$ cat config.mk
export PLATFORM = sky130hd
export DESIGN_NAME = load_merge_buf
export DESIGN_NICKNAME = d
export VERILOG_FILES = /design/src/rtl/lmb_pkg.sv /design/src/rtl/lmb_match.sv /design/src/rtl/lmb_pick.sv /design/src/rtl/lmb_issue.sv /design/src/rtl/load_merge_buf.sv
export SDC_FILE = /design/constraint.sdc
export NUM_CORES = 2
export LEC_CHECK = 0
export BUFFER_PORTS_ARGS = -buffer_cell sky130_fd_sc_hd__buf_2
export CORE_ASPECT_RATIO = 0.75
export CORE_UTILIZATION = 38
export DETAILED_ROUTE_END_ITERATION = 10
export GPL_TIMING_DRIVEN = 0
export HOLD_SLACK_MARGIN = 0.06
export PLACE_DENSITY = 0.62
export SLEW_MARGIN = 25
export SYNTH_ARGS = -nofsm -noshare
export SYNTH_HDL_FRONTEND = slang
export SYNTH_HIERARCHICAL = 1
export SYNTH_SLANG_ARGS = --single-unit
$ cat constraint.sdc
create_clock -name clk -period 21.4 [get_ports clk]
set_input_delay 2.14 -clock clk [delete_from_list [all_inputs] [get_ports clk]]
set_output_delay 2.14 -clock clk [all_outputs]
set_load 0.01 [all_outputs]
$ cat src/rtl/lmb_pkg.sv
package lmb_pkg;
  localparam int SUB_LSB = 4;    // sub-block is 16 bytes
  localparam int LINE_W  = 128;
  localparam int WORD_W  = 64;
endpackage

$ cat src/rtl/lmb_match.sv
// Finds the owning entry (non-merged, valid, not leaving) for a probe tag.
module lmb_match #(
  parameter int DEPTH = 8,
  parameter int TW    = 28,
  parameter int IDXW  = 3
) (
  input  logic [DEPTH-1:0] owner_vld,
  input  logic [TW-1:0]    tag [DEPTH],
  input  logic [TW-1:0]    probe,
  output logic             hit,
  output logic [IDXW-1:0]  hit_idx
);
  logic [DEPTH-1:0] eq;

  for (genvar i = 0; i < DEPTH; i++) begin : g_cmp
    assign eq[i] = owner_vld[i] && (tag[i] == probe);
  end

  always_comb begin
    hit     = 1'b0;
    hit_idx = '0;
    for (int i = DEPTH - 1; i >= 0; i--) begin
      if (eq[i]) begin
        hit     = 1'b1;
        hit_idx = IDXW'(i);
      end
    end
  end
endmodule

$ cat src/rtl/lmb_pick.sv
// Oldest-first selection starting at the head pointer.
module lmb_pick #(
  parameter int DEPTH = 8,
  parameter int IDXW  = 3
) (
  input  logic [DEPTH-1:0] cand,
  input  logic [IDXW-1:0]  head,
  output logic             found,
  output logic [IDXW-1:0]  idx
);
  always_comb begin
    found = 1'b0;
    idx   = '0;
    for (int k = DEPTH - 1; k >= 0; k--) begin
      int p;
      p = int'(head) + k;
      if (p >= DEPTH) p = p - DEPTH;
      if (cand[p]) begin
        found = 1'b1;
        idx   = IDXW'(p);
      end
    end
  end
endmodule

$ cat src/rtl/lmb_issue.sv
// Request port: picks the oldest unrequested owner, applies the rate limit.
module lmb_issue #(
  parameter int DEPTH = 8,
  parameter int TW    = 28,
  parameter int IDXW  = 3
) (
  input  logic             clk,
  input  logic             rst,
  input  logic             half_rate,
  input  logic [DEPTH-1:0] cand,
  input  logic [IDXW-1:0]  head,
  input  logic [TW-1:0]    tag [DEPTH],
  output logic             fire,
  output logic [IDXW-1:0]  fire_idx,
  output logic             req_valid,
  output logic [IDXW-1:0]  req_idx,
  output logic [TW+3:0]    req_addr
);
  logic found;
  logic allow;

  lmb_pick #(.DEPTH(DEPTH), .IDXW(IDXW)) u_pick (
    .cand  (cand),
    .head  (head),
    .found (found),
    .idx   (fire_idx)
  );

  assign allow = !half_rate || !req_valid;
  assign fire  = found && allow;

  always_ff @(posedge clk) begin
    if (rst) begin
      req_valid <= 1'b0;
      req_idx   <= '0;
      req_addr  <= '0;
    end else begin
      req_valid <= fire;
      if (fire) begin
        req_idx  <= fire_idx;
        req_addr <= {tag[fire_idx], 4'b0000};
      end
    end
  end
endmodule

$ cat src/rtl/load_merge_buf.sv
module load_merge_buf #(
  parameter int DEPTH = 8,
  parameter int AW    = 32
) (
  input  logic                        clk,
  input  logic                        rst,
  input  logic                        half_rate,
  input  logic                        enq_valid,
  input  logic [AW-1:0]               enq_addr,
  output logic                        enq_ready,
  output logic                        req_valid,
  output logic [$clog2(DEPTH)-1:0]    req_idx,
  output logic [AW-1:0]               req_addr,
  input  logic                        fill_valid,
  input  logic [$clog2(DEPTH)-1:0]    fill_idx,
  input  logic [lmb_pkg::LINE_W-1:0]  fill_data,
  output logic                        ret_valid,
  output logic [AW-1:0]               ret_addr,
  output logic [lmb_pkg::WORD_W-1:0]  ret_data
);
  import lmb_pkg::*;
  localparam int IDXW = $clog2(DEPTH);
  localparam int TW   = AW - SUB_LSB;
  localparam logic [IDXW:0] FULL_CNT = (IDXW + 1)'(DEPTH);

  logic [DEPTH-1:0]  v_q, mg_q, rq_q, rdy_q;
  logic [AW-1:0]     addr_q [DEPTH];
  logic [IDXW-1:0]   own_q  [DEPTH];
  logic [LINE_W-1:0] line_q [DEPTH];
  logic [TW-1:0]     tag    [DEPTH];
  logic [IDXW-1:0]   head_q, tail_q;
  logic [IDXW:0]     cnt_q;

  logic             retire, push, hit, fill_now, fire;
  logic [IDXW-1:0]  hit_own, fire_idx;
  logic [DEPTH-1:0] kill, owner_vld, cand;

  function automatic logic [IDXW-1:0] nxt(input logic [IDXW-1:0] p);
    return (p == IDXW'(DEPTH - 1)) ? '0 : p + 1'b1;
  endfunction

  for (genvar i = 0; i < DEPTH; i++) begin : g_tag
    assign tag[i] = addr_q[i][AW-1:SUB_LSB];
  end

  assign retire    = v_q[head_q] && rdy_q[head_q];
  assign enq_ready = (cnt_q != FULL_CNT);
  assign push      = enq_valid && enq_ready;
  assign kill      = retire ? (DEPTH'(1) << head_q) : '0;
  assign owner_vld = v_q & ~mg_q & ~kill;
  assign cand      = v_q & ~mg_q & ~rq_q;
  assign fill_now  = fill_valid && (fill_idx == hit_own);

  lmb_match #(.DEPTH(DEPTH), .TW(TW), .IDXW(IDXW)) u_match (
    .owner_vld (owner_vld),
    .tag       (tag),
    .probe     (enq_addr[AW-1:SUB_LSB]),
    .hit       (hit),
    .hit_idx   (hit_own)
  );

  lmb_issue #(.DEPTH(DEPTH), .TW(TW), .IDXW(IDXW)) u_issue (
    .clk       (clk),
    .rst       (rst),
    .half_rate (half_rate),
    .cand      (cand),
    .head      (head_q),
    .tag       (tag),
    .fire      (fire),
    .fire_idx  (fire_idx),
    .req_valid (req_valid),
    .req_idx   (req_idx),
    .req_addr  (req_addr)
  );

  always_ff @(posedge clk) begin
    if (rst) begin
      v_q       <= '0;
      mg_q      <= '0;
      rq_q      <= '0;
      rdy_q     <= '0;
      head_q    <= '0;
      tail_q    <= '0;
      cnt_q     <= '0;
      ret_valid <= 1'b0;
    end else begin
      ret_valid <= retire;
      if (retire) begin
        ret_addr     <= addr_q[head_q];
        ret_data     <= addr_q[head_q][3] ? line_q[head_q][LINE_W-1:WORD_W]
                                          : line_q[head_q][WORD_W-1:0];
        v_q[head_q]  <= 1'b0;
        head_q       <= nxt(head_q);
      end
      for (int i = 0; i < DEPTH; i++) begin
        if (fill_valid && v_q[i] && !rdy_q[i] &&
            (mg_q[i] ? (own_q[i] == fill_idx) : (IDXW'(i) == fill_idx))) begin
          rdy_q[i]  <= 1'b1;
          line_q[i] <= fill_data;
        end
      end
      if (fire) rq_q[fire_idx] <= 1'b1;
      if (push) begin
        v_q[tail_q]    <= 1'b1;
        addr_q[tail_q] <= enq_addr;
        mg_q[tail_q]   <= hit;
        rq_q[tail_q]   <= 1'b0;
        own_q[tail_q]  <= hit_own;
        rdy_q[tail_q]  <= hit && (rdy_q[hit_own] || fill_now);
        line_q[tail_q] <= fill_now ? fill_data : line_q[hit_own];
        tail_q         <= nxt(tail_q);
      end
      cnt_q <= cnt_q + {{IDXW{1'b0}}, push} - {{IDXW{1'b0}}, retire};
    end
  end
endmodule

==> flow_summary.toml <==
[sta]
drv_slew = 0
finalCritPeriodShare_pct = 34.8
maxSlewHeadroom_pct = 21.3
fin_ws_ps = 13950
worst_pin_slew_ps = 1170
hold_slack_ps = 463
finalSetupTns_ps = 0
hold_viol_final = 0
rsz0062_at_grt = "no"
fmax_mhz = 134
fin_crit_ps = 7450
setup_viol = 0
worst_clock_skew_ps = 55.3

[synth]
ys_top_cells_by_area = "edfxtp_1, mux4_2, mux2_2"
synthTopCellsByCount = "edfxtp_1, mux2_2, mux4_2"
yosysTopAreaCell = "edfxtp_1"
syn_area_per_cell_um2 = 16.8
synth_seq_cells = 1478
ys.flop_type = "edfxtp_1"
muxShareOfSynthArea_pct = 35.2
synth_top_family_by_area = "multiplexers"
netlist_instances = 4900
synth_area_um2 = 82500
yosysMostFrequentCell = "edfxtp_1"
synth_xor_area_share_pct = 2.58
synth_cell_types = 83
synthAdderAreaFrac_pct = 0.252
synth_simple_gate_area_share_pct = 3.05
synth_top_area_share_pct = 50.9
synth-compound-area-share_pct = 2.70
yosys_warnings = 6
synth_edf_count = 1400
synth-seq-area-share_pct = 52.8
async_flop_share_pct = 0

[worst_setup_path]
crit_chain = "buf_2, buf_6, xnor2_1, nand4_1, nor4_2, nand4_1, nand2_1, nand3_1, a31oi_2, buf_2, buf_2, buf_1, mux4_2, mux2_2, mux2_2"
critPathKind = "in2reg"
critPathMaxStageDelay_ps = 810
cpMaxStageDelayCell = "buf_1"
startpoint_type = "input port"
regToRegSetupSlack_ps = 14290
arrival_ps = 7990
crit_buf_inv = 5
cp.required_ps = 21940
cpMostUsedCell = "buf_2"
critPathTopFamily = "buffers and inverters"
critPathMaxFanout = 10
endpoint_kind = "flop"

[clock_tree]
postCtsSetupBuffers = 0
h-tree-depth = 4
cts_buffers = 161
holdBufCountCts = 0
clock_latency_ps = 840
cts_tree = "built"
cts-root-buf = "clkbuf_16"
cts.repair.resized = 0
clock-sinks = 1478
clockBufferDepth = 3
cts.clk_slew.worst_paths_ps = 60

[place]
portBuffers = 294
place_hpwl_um = 193000
gp_congestion = 0.979
pre_cts_slack_ps = 13080

[grt]
overflow = 0
antenna_found_initial = 81
grt_pass1_wl_um = 387000
grt_max_degree = 33
grt_pass1_vias = 50775
gr-usage-all-layers_pct = 24.9

[flow_run]
drv_cap = 0

[finish]
final_nets = 5663
syn_to_final_growth_pct = 16.1
fillers = 18653
multiInputGateArea_um2 = 36200
seq_area_um2 = 43600
layout-drive-gt1-share_pct = 49.7

[power]
p_leak_nw = 30.5
p_per_area_nw_per_um2 = 78.3
vdd_drop_max_uv = 71.0

[worst_hold_path]
hp-class = "reg2reg"

[floorplanning]
rows = 147
core-area_um2 = 215000
num_io_pins = 302
die_x_um = 540
start_util_pct = 38.4
die_y_um = 406
die_area_um2 = 219000

[drt]
drtPass1Iterations = 7
drtIter0Drc = 6485
dr_total_vias = 51375
antenna_left = 0
vias_per_cell = 6.06
routedWlPerCell_um = 32.8
routed_wl_um = 278000
drc_errors = 0

[run_status]
status = "finished, final reports clean"
==> kinds of logic after synthesis <==
| group | after synthesis |
|---|---|
| AND/OR/NAND/NOR | 419 |
| flip-flops | 1478 |
| AO/OA/AOI/OAI | 339 |
| multiplexers | 1973 |
| adder cells (fa/ha/maj) | 16 |
| other | 1 |
| buffers and inverters | 432 |
| XOR/XNOR | 242 |
==> layer usage <==
layer  track usage (%)  up-vias  part of all wire [%]
met5                 0        -                 0.090
met4              8.87       42                   3.2
met3              7.23      493                    10
met2              37.0     2704                    45
met1              34.5    26842                    41
li1                  -    21294                     -
==> through the flow <==
step                      area (um^2)  std cells  total power [mW]  util, %
final                           95900       8474              7.50     44.6
after global routing            95800       8466              7.70     44.6
after CTS                       95800       8441              7.51     44.5
after detailed placement        90500       8147              4.71     42.1
after global placement          87600       8028              4.69     40.7
after floorplan                 82500       4903              4.25        -
==> final cells by class <==
class / instances / area share, %
clock buffer: 190 / 4.40
multi-input combinational: 2993 / 37.8
sequential: 1478 / 45.5
timing repair buffer: 413 / 4.51
buffer: 394 / 2.82
tap: 2831 / 3.70
clock inverter: 104 / 1.04
antenna: 33 / 0.0861
inverter: 38 / 0.162
==> report_power, final <==
part	leakage [nW]	switching (mW)	total (mW)	internal (mW)
Clock	2.55	1.26	2.82	1.57
Combinational	14.6	0.751	1.33	0.579
Sequential	13.3	0.0517	3.35	3.30
==> state kept, by name, summed over array words and instances, names as in the netlist, 24 cells and up, named ones only <==
register / count
u_issue/req_addr: 28
addr_q: 256
ret_addr: 32
line_q: 1024
own_q: 24
ret_data: 64
==> final timing paths <==
check                        to  depth (start not counted)               start
max reg2reg       line_q[6][63]                         18           head_q[2]
min          u_issue/req_idx[1]                          2  u_issue/req_idx[1]
max               line_q[6][63]                         15         enq_addr[5]
min reg2reg  u_issue/req_idx[1]                          2  u_issue/req_idx[1]
==> worst min-delay path, stage by stage, from the launching register on <==
cell and delay (ps):
dfxtp_1 310, nand2_1 50, a21oi_1 50
==> layout by cell type (no fill, tap or decap), types with 8 or more instances in the layout <==
cell | netlist | layout
a211oi_1 | 67 | 67
a21oi_1 | 130 | 123
a22oi_1 | 59 | 59
a311o_1 | 8 | 8
a31oi_1 | 18 | 17
and3_1 | 11 | 11
buf_1 | 24 | 20
buf_12 | 13 | 28
buf_16 | 0 | 83
buf_2 | 116 | 412
buf_4 | 64 | 70
buf_6 | 72 | 74
buf_8 | 5 | 18
bufinv_16 | 0 | 12
clkbuf_1 | 97 | 108
clkbuf_16 | 0 | 164
clkbuf_2 | 0 | 15
clkinv_1 | 1 | 35
clkinv_2 | 0 | 33
dfxtp_1 | 78 | 78
diode_2 | 0 | 33
edfxtp_1 | 1400 | 1400
ha_1 | 15 | 15
inv_1 | 36 | 31
mux2_2 | 1090 | 1090
mux2_4 | 101 | 101
mux2i_1 | 191 | 191
mux4_2 | 585 | 585
nand2_1 | 48 | 48
nand2b_1 | 22 | 22
nand3_1 | 26 | 26
nand4_1 | 46 | 46
nor2_1 | 77 | 74
nor2b_1 | 80 | 80
nor3_1 | 11 | 10
nor3_2 | 29 | 30
nor4_1 | 26 | 26
o21ai_0 | 8 | 8
xnor2_1 | 139 | 139
xor2_1 | 102 | 102
(Power assumes the default switching activity.)
